<file path="config.mk">
export PLATFORM = sky130hd
export DESIGN_NAME = sclk_mode_sel
export DESIGN_NICKNAME = d
export VERILOG_FILES = /design/src/rtl/smsel_pkg.sv /design/src/rtl/smsel_sync.sv /design/src/rtl/smsel_edges.sv /design/src/rtl/smsel_phase_cnt.sv /design/src/rtl/smsel_idle_cnt.sv /design/src/rtl/sclk_mode_sel.sv
export SDC_FILE = /design/constraint.sdc
export NUM_CORES = 1
export LEC_CHECK = 0
export ABC_AREA = 1
export BUFFER_PORTS_ARGS = -buffer_cell sky130_fd_sc_hd__buf_2
export CAP_MARGIN = 5
export CORE_UTILIZATION = 41
export DETAILED_ROUTE_END_ITERATION = 10
export PLACE_DENSITY = 0.55
export SKIP_LAST_GASP = 1
export SLEW_MARGIN = 20
export SYNTH_ARGS = -nofsm -noshare
export SYNTH_HDL_FRONTEND = slang
export SYNTH_SLANG_ARGS = --single-unit
</file>
<file path="constraint.sdc">
create_clock -name clk -period 1.6 [get_ports clk]
set_clock_uncertainty 0.2 [all_clocks]
set_input_delay 0.08 -clock clk [delete_from_list [all_inputs] [get_ports clk]]
set_output_delay 0.08 -clock clk [all_outputs]
set_load 0.1 [all_outputs]
</file>
<file path="src/rtl/smsel_pkg.sv">
package smsel_pkg;

  typedef enum logic {
    MODE_INT = 1'b0,
    MODE_EXT = 1'b1
  } ser_mode_e;

  function automatic int cnt_width(input int max_val);
    return (max_val < 2) ? 1 : $clog2(max_val + 1);
  endfunction

endpackage

</file>
<file path="src/rtl/smsel_sync.sv">
module smsel_sync #(
  parameter int WIDTH  = 2,
  parameter int STAGES = 2
) (
  input  logic             clk,
  input  logic             rst,
  input  logic [WIDTH-1:0] d_i,
  output logic [WIDTH-1:0] q_o
);

  logic [WIDTH-1:0] chain [STAGES];

  always_ff @(posedge clk) begin
    if (rst) chain[0] <= '0;
    else     chain[0] <= d_i;
  end

  for (genvar s = 1; s < STAGES; s++) begin : g_stage
    always_ff @(posedge clk) begin
      if (rst) chain[s] <= '0;
      else     chain[s] <= chain[s-1];
    end
  end

  assign q_o = chain[STAGES-1];

endmodule

</file>
<file path="src/rtl/smsel_edges.sv">
module smsel_edges (
  input  logic clk,
  input  logic rst,
  input  logic lr_s_i,
  input  logic pin_s_i,
  output logic lr_edge_o,
  output logic lr_rise_o,
  output logic pin_rise_o
);

  logic lr_d;
  logic pin_d;

  always_ff @(posedge clk) begin
    if (rst) begin
      lr_d  <= 1'b0;
      pin_d <= 1'b0;
    end else begin
      lr_d  <= lr_s_i;
      pin_d <= pin_s_i;
    end
  end

  assign lr_edge_o  = lr_s_i ^ lr_d;
  assign lr_rise_o  = lr_s_i & ~lr_d;
  assign pin_rise_o = pin_s_i & ~pin_d;

endmodule

</file>
<file path="src/rtl/smsel_phase_cnt.sv">
module smsel_phase_cnt #(
  parameter int ENTER_EDGES = 16,
  localparam int ECW = smsel_pkg::cnt_width(ENTER_EDGES)
) (
  input  logic           clk,
  input  logic           rst,
  input  logic           lr_edge_i,
  input  logic           pin_rise_i,
  output logic [ECW-1:0] ecnt_o,
  output logic           enter_hit_o
);

  localparam logic [ECW-1:0] LIMIT = ECW'(ENTER_EDGES);

  logic [ECW-1:0] ecnt;

  // The count is for one phase only: a frame clock edge starts a fresh count.
  // A pin edge seen in the same cycle as that edge counts for the new phase.
  always_ff @(posedge clk) begin
    if (rst) begin
      ecnt <= '0;
    end else if (lr_edge_i) begin
      ecnt <= pin_rise_i ? ECW'(1) : '0;
    end else if (pin_rise_i && (ecnt != LIMIT)) begin
      ecnt <= ecnt + ECW'(1);
    end
  end

  assign ecnt_o      = ecnt;
  assign enter_hit_o = lr_edge_i && (ecnt == LIMIT);

endmodule

</file>
<file path="src/rtl/smsel_idle_cnt.sv">
module smsel_idle_cnt #(
  parameter int EXIT_FRAMES = 2,
  localparam int FCW = smsel_pkg::cnt_width(EXIT_FRAMES)
) (
  input  logic           clk,
  input  logic           rst,
  input  logic           lr_rise_i,
  input  logic           pin_rise_i,
  output logic [FCW-1:0] fcnt_o,
  output logic           exit_hit_o
);

  localparam logic [FCW-1:0] LIMIT = FCW'(EXIT_FRAMES);
  localparam logic [FCW-1:0] LAST  = FCW'(EXIT_FRAMES - 1);

  logic [FCW-1:0] fcnt;
  logic           seen;
  logic           frame_clean;

  assign frame_clean = lr_rise_i && !seen && !pin_rise_i;

  always_ff @(posedge clk) begin
    if (rst) begin
      fcnt <= '0;
      seen <= 1'b0;
    end else if (lr_rise_i) begin
      seen <= pin_rise_i;
      if (!frame_clean)        fcnt <= '0;
      else if (fcnt != LIMIT)  fcnt <= fcnt + FCW'(1);
    end else if (pin_rise_i) begin
      seen <= 1'b1;
      fcnt <= '0;
    end
  end

  assign fcnt_o     = fcnt;
  assign exit_hit_o = frame_clean && (fcnt >= LAST);

endmodule

</file>
<file path="src/rtl/sclk_mode_sel.sv">
module sclk_mode_sel #(
  parameter int SYNC_STAGES = 2,
  parameter int ENTER_EDGES = 16,
  parameter int EXIT_FRAMES = 2
) (
  input  logic clk,
  input  logic rst,
  input  logic lrck_i,
  input  logic dpin_i,
  output logic ext_mode_o,
  output logic shift_sel_o,
  output logic deemph_en_o
);

  import smsel_pkg::*;

  localparam int ECW = cnt_width(ENTER_EDGES);
  localparam int FCW = cnt_width(EXIT_FRAMES);

  logic [1:0]     raw_in;
  logic [1:0]     syn_in;
  logic           lr_s;
  logic           pin_s;
  logic           lr_edge;
  logic           lr_rise;
  logic           pin_rise;
  logic [ECW-1:0] ecnt;
  logic [FCW-1:0] fcnt;
  logic           enter_hit;
  logic           exit_hit;
  ser_mode_e      mode_q;
  ser_mode_e      mode_d;
  logic           shift_q;
  logic           deemph_q;

  assign raw_in = {lrck_i, dpin_i};

  smsel_sync #(.WIDTH(2), .STAGES(SYNC_STAGES)) u_sync (
    .clk (clk),
    .rst (rst),
    .d_i (raw_in),
    .q_o (syn_in)
  );

  assign lr_s  = syn_in[1];
  assign pin_s = syn_in[0];

  smsel_edges u_edges (
    .clk        (clk),
    .rst        (rst),
    .lr_s_i     (lr_s),
    .pin_s_i    (pin_s),
    .lr_edge_o  (lr_edge),
    .lr_rise_o  (lr_rise),
    .pin_rise_o (pin_rise)
  );

  smsel_phase_cnt #(.ENTER_EDGES(ENTER_EDGES)) u_phase (
    .clk         (clk),
    .rst         (rst),
    .lr_edge_i   (lr_edge),
    .pin_rise_i  (pin_rise),
    .ecnt_o      (ecnt),
    .enter_hit_o (enter_hit)
  );

  smsel_idle_cnt #(.EXIT_FRAMES(EXIT_FRAMES)) u_idle (
    .clk        (clk),
    .rst        (rst),
    .lr_rise_i  (lr_rise),
    .pin_rise_i (pin_rise),
    .fcnt_o     (fcnt),
    .exit_hit_o (exit_hit)
  );

  // Both hit strobes can only be high in a cycle with a frame clock edge,
  // so the mode can only move at a word boundary. Entry wins a tie.
  always_comb begin
    mode_d = mode_q;
    if (enter_hit)                         mode_d = MODE_EXT;
    else if (exit_hit && mode_q == MODE_EXT) mode_d = MODE_INT;
  end

  always_ff @(posedge clk) begin
    if (rst) begin
      mode_q   <= MODE_INT;
      shift_q  <= 1'b0;
      deemph_q <= 1'b0;
    end else begin
      mode_q   <= mode_d;
      shift_q  <= (mode_d == MODE_EXT);
      deemph_q <= (mode_d == MODE_INT) && pin_s;
    end
  end

  assign ext_mode_o  = (mode_q == MODE_EXT);
  assign shift_sel_o = shift_q;
  assign deemph_en_o = deemph_q;

endmodule

</file>
Word level (Yosys, flattened, before mapping)
Memory sizes are Yosys's and may differ from the RTL's.
Cells that the tools add are included.
Storage, ports and cells
  bits in registers: 12
  bits in writable memories: 4
  bits of input ports: 4
  logic and storage cells: 51
  memories: 1
Memories
  u_sync.chain: words 2, width 2, rd ports 2, clocked after Yosys merged registers in 0, write ports 2, line smsel_sync.sv:11  | logic [WIDTH-1:0] chain [STAGES];
Operators by class
  add/subtract/negate cells: 2
  magnitude comparators: 1
  eq/ne operators: 4
  multiplexer cells: 16
  bitwise operators: 8
  reduce and logical (&&, ||, !) cells: 12
Operators by type and width (count)
  $mux W2: 6
  $mux W5: 2
  $mux W1: 8
  $logic_and A1 B1 Y1: 7
  $add A5 B1 Y5 const B: 1
  $eq A5 B5 Y1 const B: 1
  $ne A5 B5 Y1 const B: 1
  $reduce_bool A2 Y1: 2
  $ne A3 B3 Y1 const B: 1
  $not A1 Y1: 3
  $add A2 B1 Y2 const B: 1
  $and A1 B1 Y1: 2
  $ge A2 B1 Y1 const B: 1
  $logic_not A1 Y1: 2
  $ne A2 B2 Y1 const B: 1
  $or A1 B1 Y1: 2
  $reduce_and A2 Y1: 1
  $xor A1 B1 Y1: 1

Logic depth before layout (Yosys ltp)
Gate-level depths: netlist (run 1).
  depth in word-level cells: 10
  mapped depth: 9
  mapped depth without buffers: 9

Modules after synthesis
From an unflattened synthesis (run 1), not the netlist that was laid out.
Unflattened totals
  cells, all modules: 104
  area total of the unflattened synthesis: 750.7 um2
Modules (own cells, without submodules)
  smsel_phase_cnt: times used 1, cells an instance 44, area each 297.8 um2, seq. area each 100.1 um2
  smsel_idle_cnt: times used 1, cells an instance 27, area each 180.2 um2, seq. area each 60.1 um2
  smsel_sync: times used 1, cells an instance 12, area each 110.1 um2, seq. area each 80.1 um2
  sclk_mode_sel: times used 1, cells an instance 11, area each 83.8 um2, seq. area each 40.0 um2
  smsel_edges: times used 1, cells an instance 10, area each 78.8 um2, seq. area each 40.0 um2

Worst setup path before layout (run 1)
Ideal clock, no wire load.
  path type: register to output
  start: reg shift_q (netlist: shift_sel_o)
  end: out shift_sel_o
  arrival: 1.371 ns
  data required time: 1.320 ns
  setup slack: -0.051 ns
  cell stages (with the launch flop): 2
  path through: dfxtp_1 > buf_4
RTL lines
  start, declared: line sclk_mode_sel.sv:33  | logic shift_q;
  start signal, assigned: line sclk_mode_sel.sv:91  | shift_q <= (mode_d == MODE_EXT);
  end, declared: line sclk_mode_sel.sv:11  | output logic shift_sel_o,
No word-level cell between the ends.

==> flow_metrics.env, run 1 <==
export IMPL_most_common_cell_after_layout_fill_and_taps_aside="sky130_fd_sc_hd__inv_1"
export IMPL_placement_rows=15
export IMPL_postPlaceCellArea_um2=800.8
export IMPL_fin_nets=125
export IMPL_grt_total_usage_pct=16.29
export IMPL_synth_net_count=111
export IMPL_reg2regPathDepth=6
export IMPL_dr_total_vias=602
export IMPL_power_internal_mw=0.5832
export IMPL_fp_dieW_um=44.79
export IMPL_number_of_global_route_vias_before_repair=553
export IMPL_max_slew_margin_pct=67.85
export IMPL_worst_path_most_repeated_cell="sky130_fd_sc_hd__dlygate4sd3_1"
export IMPL_post_drt_via_cell_ratio=4.300
export IMPL_detailed_place_hpwl_um=880.7
export IMPL_clock_fmax_mhz=658.3
export IMPL_cpPeakStageDelay_ns=0.56
export IMPL_critPathSlowestCell="sky130_fd_sc_hd__dlygate4sd3_1"
export IMPL_launch_point_of_the_worst_reg_to_reg_path="u_edges.lr_d"
export IMPL_register_bit_total_from_synthesis=16
export IMPL_setup_viol=0
export IMPL_final_cell_mix="sky130_fd_sc_hd__inv_1 (20), sky130_fd_sc_hd__nor2_1 (16), sky130_fd_sc_hd__nand2_1 (16)"
export IMPL_timing_hold_worst_class="flip-flop to flip-flop"
export IMPL_critical_path_arrival_ns=1.50
export IMPL_routabilityCongestion=0.7730
export IMPL_nature_of_the_critical_path_startpoint="primary input"
export IMPL_drive_above_1_share_pct=18.26
export IMPL_cts_htree_levels=1
export IMPL_critical_path_cell_chain="dlygate4sd3_1 -> buf_2 -> nor2_1 -> dlygate4sd3_1"
export IMPL_clock_latency_ns=0.29
export IMPL_final_setup_tns_ns=0
export IMPL_comb_power_share_pct=10.4
export IMPL_port_buffers=6
export IMPL_power_static_leakage_nw=0.4168
export IMPL_clkSlewWorstSetupHoldPaths_ns=0.09
export IMPL_postSynthCellCount=102
export IMPL_post_synth_instance_area_um2=750.7
export IMPL_outcome="complete, no violations"
export IMPL_crit_type="primary input to flip-flop"
export IMPL_core_area_um2=1727
export IMPL_ys_top_cells_by_area="sky130_fd_sc_hd__dfxtp_1 (43%), sky130_fd_sc_hd__inv_1 (10%), sky130_fd_sc_hd__nor2_1 (8.5%)"
export IMPL_drv_slew=0
export IMPL_timing_critical_path_required_ns=1.58
export IMPL_start_util_pct=43.48
export IMPL_clock_sink_count=16
export IMPL_hold_violations=0
export IMPL_clock_tree_root_cell="sky130_fd_sc_hd__clkbuf_4"
export IMPL_synth_seq_area_share_pct=42.67
export IMPL_ant_nets=0
export IMPL_wl_per_cell_um=8.550
export IMPL_worst_hold_slack_ns=0.2072
export IMPL_drt_wl_total_um=1197
export IMPL_netSwitchingFraction_pct=23.76
export IMPL_min_period_ns=1.519
export IMPL_r2r_end="u_phase.ecnt_o[2]"
export IMPL_syn_to_final_growth_pct=18.50
export IMPL_post_cts_setup_buffer_count=0
export IMPL_switching_power_mw=0.1818
export IMPL_portion_of_total_power_attributed_to_sequential_cells_pct=54.7
export IMPL_p_clk_share_pct=34.8
export IMPL_min_path_cells=2
export IMPL_ctsLongestPathBuffers=2
export IMPL_synth_top_cell_area_share_pct=42.67
export IMPL_tritoncts="built"
export IMPL_reg2reg_slack_ns=0.16
export IMPL_grt_overflow=0
export IMPL_antenna_found_initial=0
export IMPL_remaining_drc_errors=0
export IMPL_dr_pass1_iters=4
export IMPL_worstSetupEndpointType="flip-flop"
export IMPL_cap_violations=0
export IMPL_drt_first_iter_violations=8
export IMPL_yosys_warnings=0
export IMPL_synthDominantAreaCellType="sky130_fd_sc_hd__dfxtp_1"
export IMPL_top_level_i_o_count=7
export IMPL_synth_cell_type_count=19
export IMPL_place_detailed_instances=131
export IMPL_cts_buffers_inserted=3
export IMPL_critical_path_peak_fanout=12
export IMPL_power_ir_vdd_worst_mv=0.4402
export IMPL_whs_endpoint="u_sync.chain[1][0]"
export IMPL_postSynthAreaPerCell_um2=7.360
export IMPL_finalNonFillerCells=140
export IMPL_fin_area_um2=889.6
export IMPL_power_density_nw_per_um2=859.9
export IMPL_min_delay_start="u_sync.chain[0][0]"
export IMPL_grt_start_max_net_pins=13
export IMPL_die_area_um2=2006
export IMPL_insertedDiodeCount=0
export IMPL_die_h_um=44.79
export IMPL_first_pass_grt_wire_length_um=2311
export IMPL_min_period_over_period_pct=94.95
export IMPL_grt_setup_unrepaired="false"
export IMPL_timing_worst_slew_pin_value_ns=0.4856
==> cells in the mapped netlist <==
cell type / instances
sky130_fd_sc_hd__nor3b_2: 1
sky130_fd_sc_hd__buf_4: 1
sky130_fd_sc_hd__buf_2: 1
sky130_fd_sc_hd__inv_1: 20
sky130_fd_sc_hd__o21ai_0: 1
sky130_fd_sc_hd__dfxtp_1: 16
sky130_fd_sc_hd__inv_2: 2
sky130_fd_sc_hd__o21a_1: 1
sky130_fd_sc_hd__ha_1: 5
sky130_fd_sc_hd__o21ai_1: 4
sky130_fd_sc_hd__nand3_1: 7
sky130_fd_sc_hd__a21oi_1: 3
sky130_fd_sc_hd__nor2_1: 17
sky130_fd_sc_hd__nand2_4: 1
sky130_fd_sc_hd__nor2_2: 1
sky130_fd_sc_hd__nand4_1: 1
sky130_fd_sc_hd__a21oi_2: 2
sky130_fd_sc_hd__nand2_1: 16
sky130_fd_sc_hd__nand2_2: 2
==> routing by layer <==
layer	vias up	global-route usage (%)	part of all wire, %
met3	4	4.800	2.5
met2	9	23.82	40
met5	-	0	0
met4	0	9.091	2.3
li1	335	-	-
met1	254	21.45	55
==> power by group through the flow <==
| stage | sequential, mW | combinational, mW | clock, mW |
|---|---|---|---|
| floorplan | 0.432 | 0.0519 | 0 |
| global placement | 0.428 | 0.0707 | 0 |
| detailed placement | 0.428 | 0.0704 | 0 |
| CTS | 0.419 | 0.0797 | 0.282 |
| global route | 0.421 | 0.0948 | 0.313 |
| finish | 0.419 | 0.0799 | 0.266 |
==> sequential cells by signal (all words and copies together), names as in the netlist <==
register	flops
shift_sel_o	1
u_idle.seen	1
deemph_en_o	1
u_edges.lr_d	1
u_sync.chain	4
u_phase.ecnt_o	5
u_idle.fcnt_o	2
u_edges.pin_d	1
==> area by class of cell <==
class / count / area [um^2]
Inverter: 22 / 82.58
Multi-Input combinational cell: 62 / 337.8
Clock buffer: 4 / 36.28
Timing Repair Buffer: 11 / 80.08
Tap cell: 25 / 31.28
Fill cell: 183 / 837.1
Sequential cell: 16 / 321.6
==> how the worst max path moves through the flow <==
stage	startpoint	to	slack, ns	cells after the start
after floorplan	u_edges.lr_d	u_phase.ecnt_o[2]	0.27	6
after global placement	u_edges.lr_d	u_phase.ecnt_o[2]	0.15	6
after detailed placement	u_edges.lr_d	u_phase.ecnt_o[3]	0.18	6
after CTS	rst	u_sync.chain[0][1]	0.12	4
after global routing	u_edges.lr_d	u_phase.ecnt_o[2]	0.05	6
final	rst	u_sync.chain[0][0]	0.08	4
==> critical path: cells and delay by family <==
kind                   cells  cell delay [ns]
buffers and inverters      3             1.34
AND/OR/NAND/NOR            1             0.08
==> kinds of logic after synthesis <==
family          count (synthesis)  synth area share (%)
flops                          16                 42.67
buf+inv                        24                 12.67
simple gates                   46                 27.67
compound gates                 11                 8.666
fa+ha+maj                       5                 8.333
==> repair_timing <==
action	4_1_cts	5_1_grt
gates resized for setup	0	1
endpoints found under the hold margin	11	0
hold buffers	5	0
endpoints found under the setup margin	0	1
==> per-stage QoR <==
stage                     util (%)  setup slack (ns)  power (mW)
after global placement       46.38            0.1499      0.4987
after CTS                    51.38            0.1235      0.7810
after detailed placement     46.38            0.1796      0.4986
final                        51.52           0.08082      0.7650
after floorplan                  -            0.2745      0.4838
after global routing         51.52           0.04644      0.8288
Note: power is estimated with default switching activity, not from simulation.
==> run 2, diff against run 1 <==
REMOVE_ABC_BUFFERS = 1   (was not set)
==> run 2 against run 1 <==
Wire length grew 6.9%. Register-to-register slack lost 0.02 ns. Worst hold slack better by 0.0043 ns. Sequential share of layout area down 0.090 points. Count of clock-buffer cells in the layout unchanged. Combinational power up 2%. Sequential power hardly changed. Largest cell class unchanged. Largest power group unchanged. Highest routed layer unchanged.
==> flow_metrics.env, run 2 (synthesis results as in run 1) <==
export IMPL_place_detailed_instances=131
export IMPL_min_period_ns=1.524
export IMPL_die_area_um2=2006
export IMPL_clkSlewWorstSetupHoldPaths_ns=0.09
export IMPL_core_area_um2=1727
export IMPL_insertedDiodeCount=0
export IMPL_fp_dieW_um=44.79
export IMPL_drv_slew=0
export IMPL_netSwitchingFraction_pct=23.45
export IMPL_drive_above_1_share_pct=17.39
export IMPL_clock_latency_ns=0.28
export IMPL_portion_of_total_power_attributed_to_sequential_cells_pct=55.0
export IMPL_cts_htree_levels=1
export IMPL_grt_overflow=0
export IMPL_dr_pass1_iters=3
export IMPL_wl_per_cell_um=9.136
export IMPL_fillers=183
export IMPL_post_drt_via_cell_ratio=4.293
export IMPL_ctsLongestPathBuffers=2
export IMPL_comb_power_share_pct=10.6
export IMPL_crit_type="primary input to flip-flop"
export IMPL_detailed_place_hpwl_um=950.1
export IMPL_ant_nets=0
export IMPL_multi_input_area_um2=337.8
export IMPL_routabilityCongestion=0.7881
export IMPL_start_util_pct=43.48
export IMPL_power_static_leakage_nw=0.4163
export IMPL_max_slew_margin_pct=67.76
export IMPL_outcome="complete, no violations"
export IMPL_grt_total_usage_pct=15.09
export IMPL_clock_fmax_mhz=656.0
export IMPL_clock_tree_root_cell="sky130_fd_sc_hd__clkbuf_4"
export IMPL_dr_total_vias=601
export IMPL_grt_setup_unrepaired="false"
export IMPL_grt_start_max_net_pins=13
export IMPL_clock_sink_count=16
export IMPL_antenna_found_initial=0
export IMPL_syn_to_final_growth_pct=18.33
export IMPL_timing_hold_worst_class="flip-flop to flip-flop"
export IMPL_fin_util_pct=51.45
export IMPL_timing_critical_path_required_ns=1.57
export IMPL_critical_path_arrival_ns=1.50
export IMPL_hold_violations=0
export IMPL_top_level_i_o_count=7
export IMPL_final_cell_mix="sky130_fd_sc_hd__inv_1 (20), sky130_fd_sc_hd__nor2_1 (16), sky130_fd_sc_hd__nand2_1 (16), sky130_fd_sc_hd__dfxtp_1 (16), sky130_fd_sc_hd__nand3_1 (7)"
export IMPL_setup_viol=0
export IMPL_drt_first_iter_violations=10
export IMPL_die_h_um=44.79
export IMPL_drt_wl_total_um=1279
export IMPL_worstSetupEndpointType="flip-flop"
export IMPL_area_sequential_um2=320.3
export IMPL_critical_path_peak_fanout=12
export IMPL_fin_nets=125
export IMPL_cap_violations=0
export IMPL_p_clk_share_pct=34.3
export IMPL_largest_reg_flops=5
export IMPL_tritoncts="built"
export IMPL_remaining_drc_errors=0
export IMPL_timing_worst_slew_pin_value_ns=0.4870
export IMPL_post_cts_setup_buffer_count=0
export IMPL_switching_power_mw=0.1787
export IMPL_min_period_over_period_pct=95.28
export IMPL_number_of_global_route_vias_before_repair=514
export IMPL_nature_of_the_critical_path_startpoint="primary input"
export IMPL_post_layout_total_power_mw=0.7621
export IMPL_placement_rows=15
export IMPL_finalNonFillerCells=140
export IMPL_power_internal_mw=0.5834
export IMPL_most_common_cell_after_layout_fill_and_taps_aside="sky130_fd_sc_hd__inv_1"
export IMPL_port_buffers=6
export IMPL_cts_buffers_inserted=3
export IMPL_first_pass_grt_wire_length_um=2111
export IMPL_power_ir_vdd_worst_mv=0.6473
export IMPL_power_density_nw_per_um2=857.9
-- run 2: what timing repair did --
| action | 4_1_cts | 5_1_grt |
|---|---|---|
| endpoints found under the hold margin | 11 | 0 |
| hold buffers | 5 | 0 |
| setup endpoints to repair | 0 | 1 |
| gates resized for setup | 0 | 1 |
-- run 2: layout make-up --
cell class                 count  share of cell area, %
timing repair buffer          11                  9.014
sequential                    16                  36.06
multi-input combinational     62                  38.03
tap                           25                  3.521
clock buffer                   4                  4.085
inverter                      22                  9.296
-- run 2: per-layer routing --
metal  vias up  track usage [%]  routed length, um
met1       251            17.87                657
met3         2            7.200                 40
met4         0            5.455                 14
met5         -                0                  0
li1        338                -                  -
met2        10            23.82                567
-- run 2: stage by stage --
step	TNS, ns	hold WS [ns]	setup slack [ns]	area (um^2)
3_5_place_dp	0	0.08713	0.1792	799.5
2_1_floorplan	-1.781	-0.05756	-0.6539	738.2
5_1_grt	0	0.2291	0.02969	888.4
4_1_cts	0	0.2154	0.1192	885.9
6_report	0	0.2116	0.07558	888.4
3_3_place_gp	0	0.08017	0.1942	799.5
-- run 2: worst paths after layout --
check                                         from                 end  slack (ns)  cells past startpoint
worst min-delay path            u_sync.chain[0][1]  u_sync.chain[1][1]        0.21                      2
worst max-delay path                           rst  u_sync.chain[0][1]        0.08                      4
worst min register to register  u_sync.chain[0][1]  u_sync.chain[1][1]        0.21                      2
worst max register to register        u_edges.lr_d   u_phase.ecnt_o[2]        0.14                      6
-- run 2: critical path, cell delays in order --
cell and delay [ns]:
sky130_fd_sc_hd__dlygate4sd3_1 0.52, sky130_fd_sc_hd__buf_2 0.25, sky130_fd_sc_hd__nor2_1 0.08, sky130_fd_sc_hd__dlygate4sd3_1 0.56
-- run 2: power groups by stage --
| stage | Clock [mW] | Combinational [mW] | Sequential [mW] |
|---|---|---|---|
| 3_5_place_dp | 0 | 0.0707 | 0.429 |
| 5_1_grt | 0.298 | 0.0925 | 0.421 |
| 6_report | 0.262 | 0.0811 | 0.419 |
| 2_1_floorplan | 0 | 0.0482 | 0.432 |
| 4_1_cts | 0.273 | 0.0805 | 0.420 |
| 3_3_place_gp | 0 | 0.0700 | 0.428 |
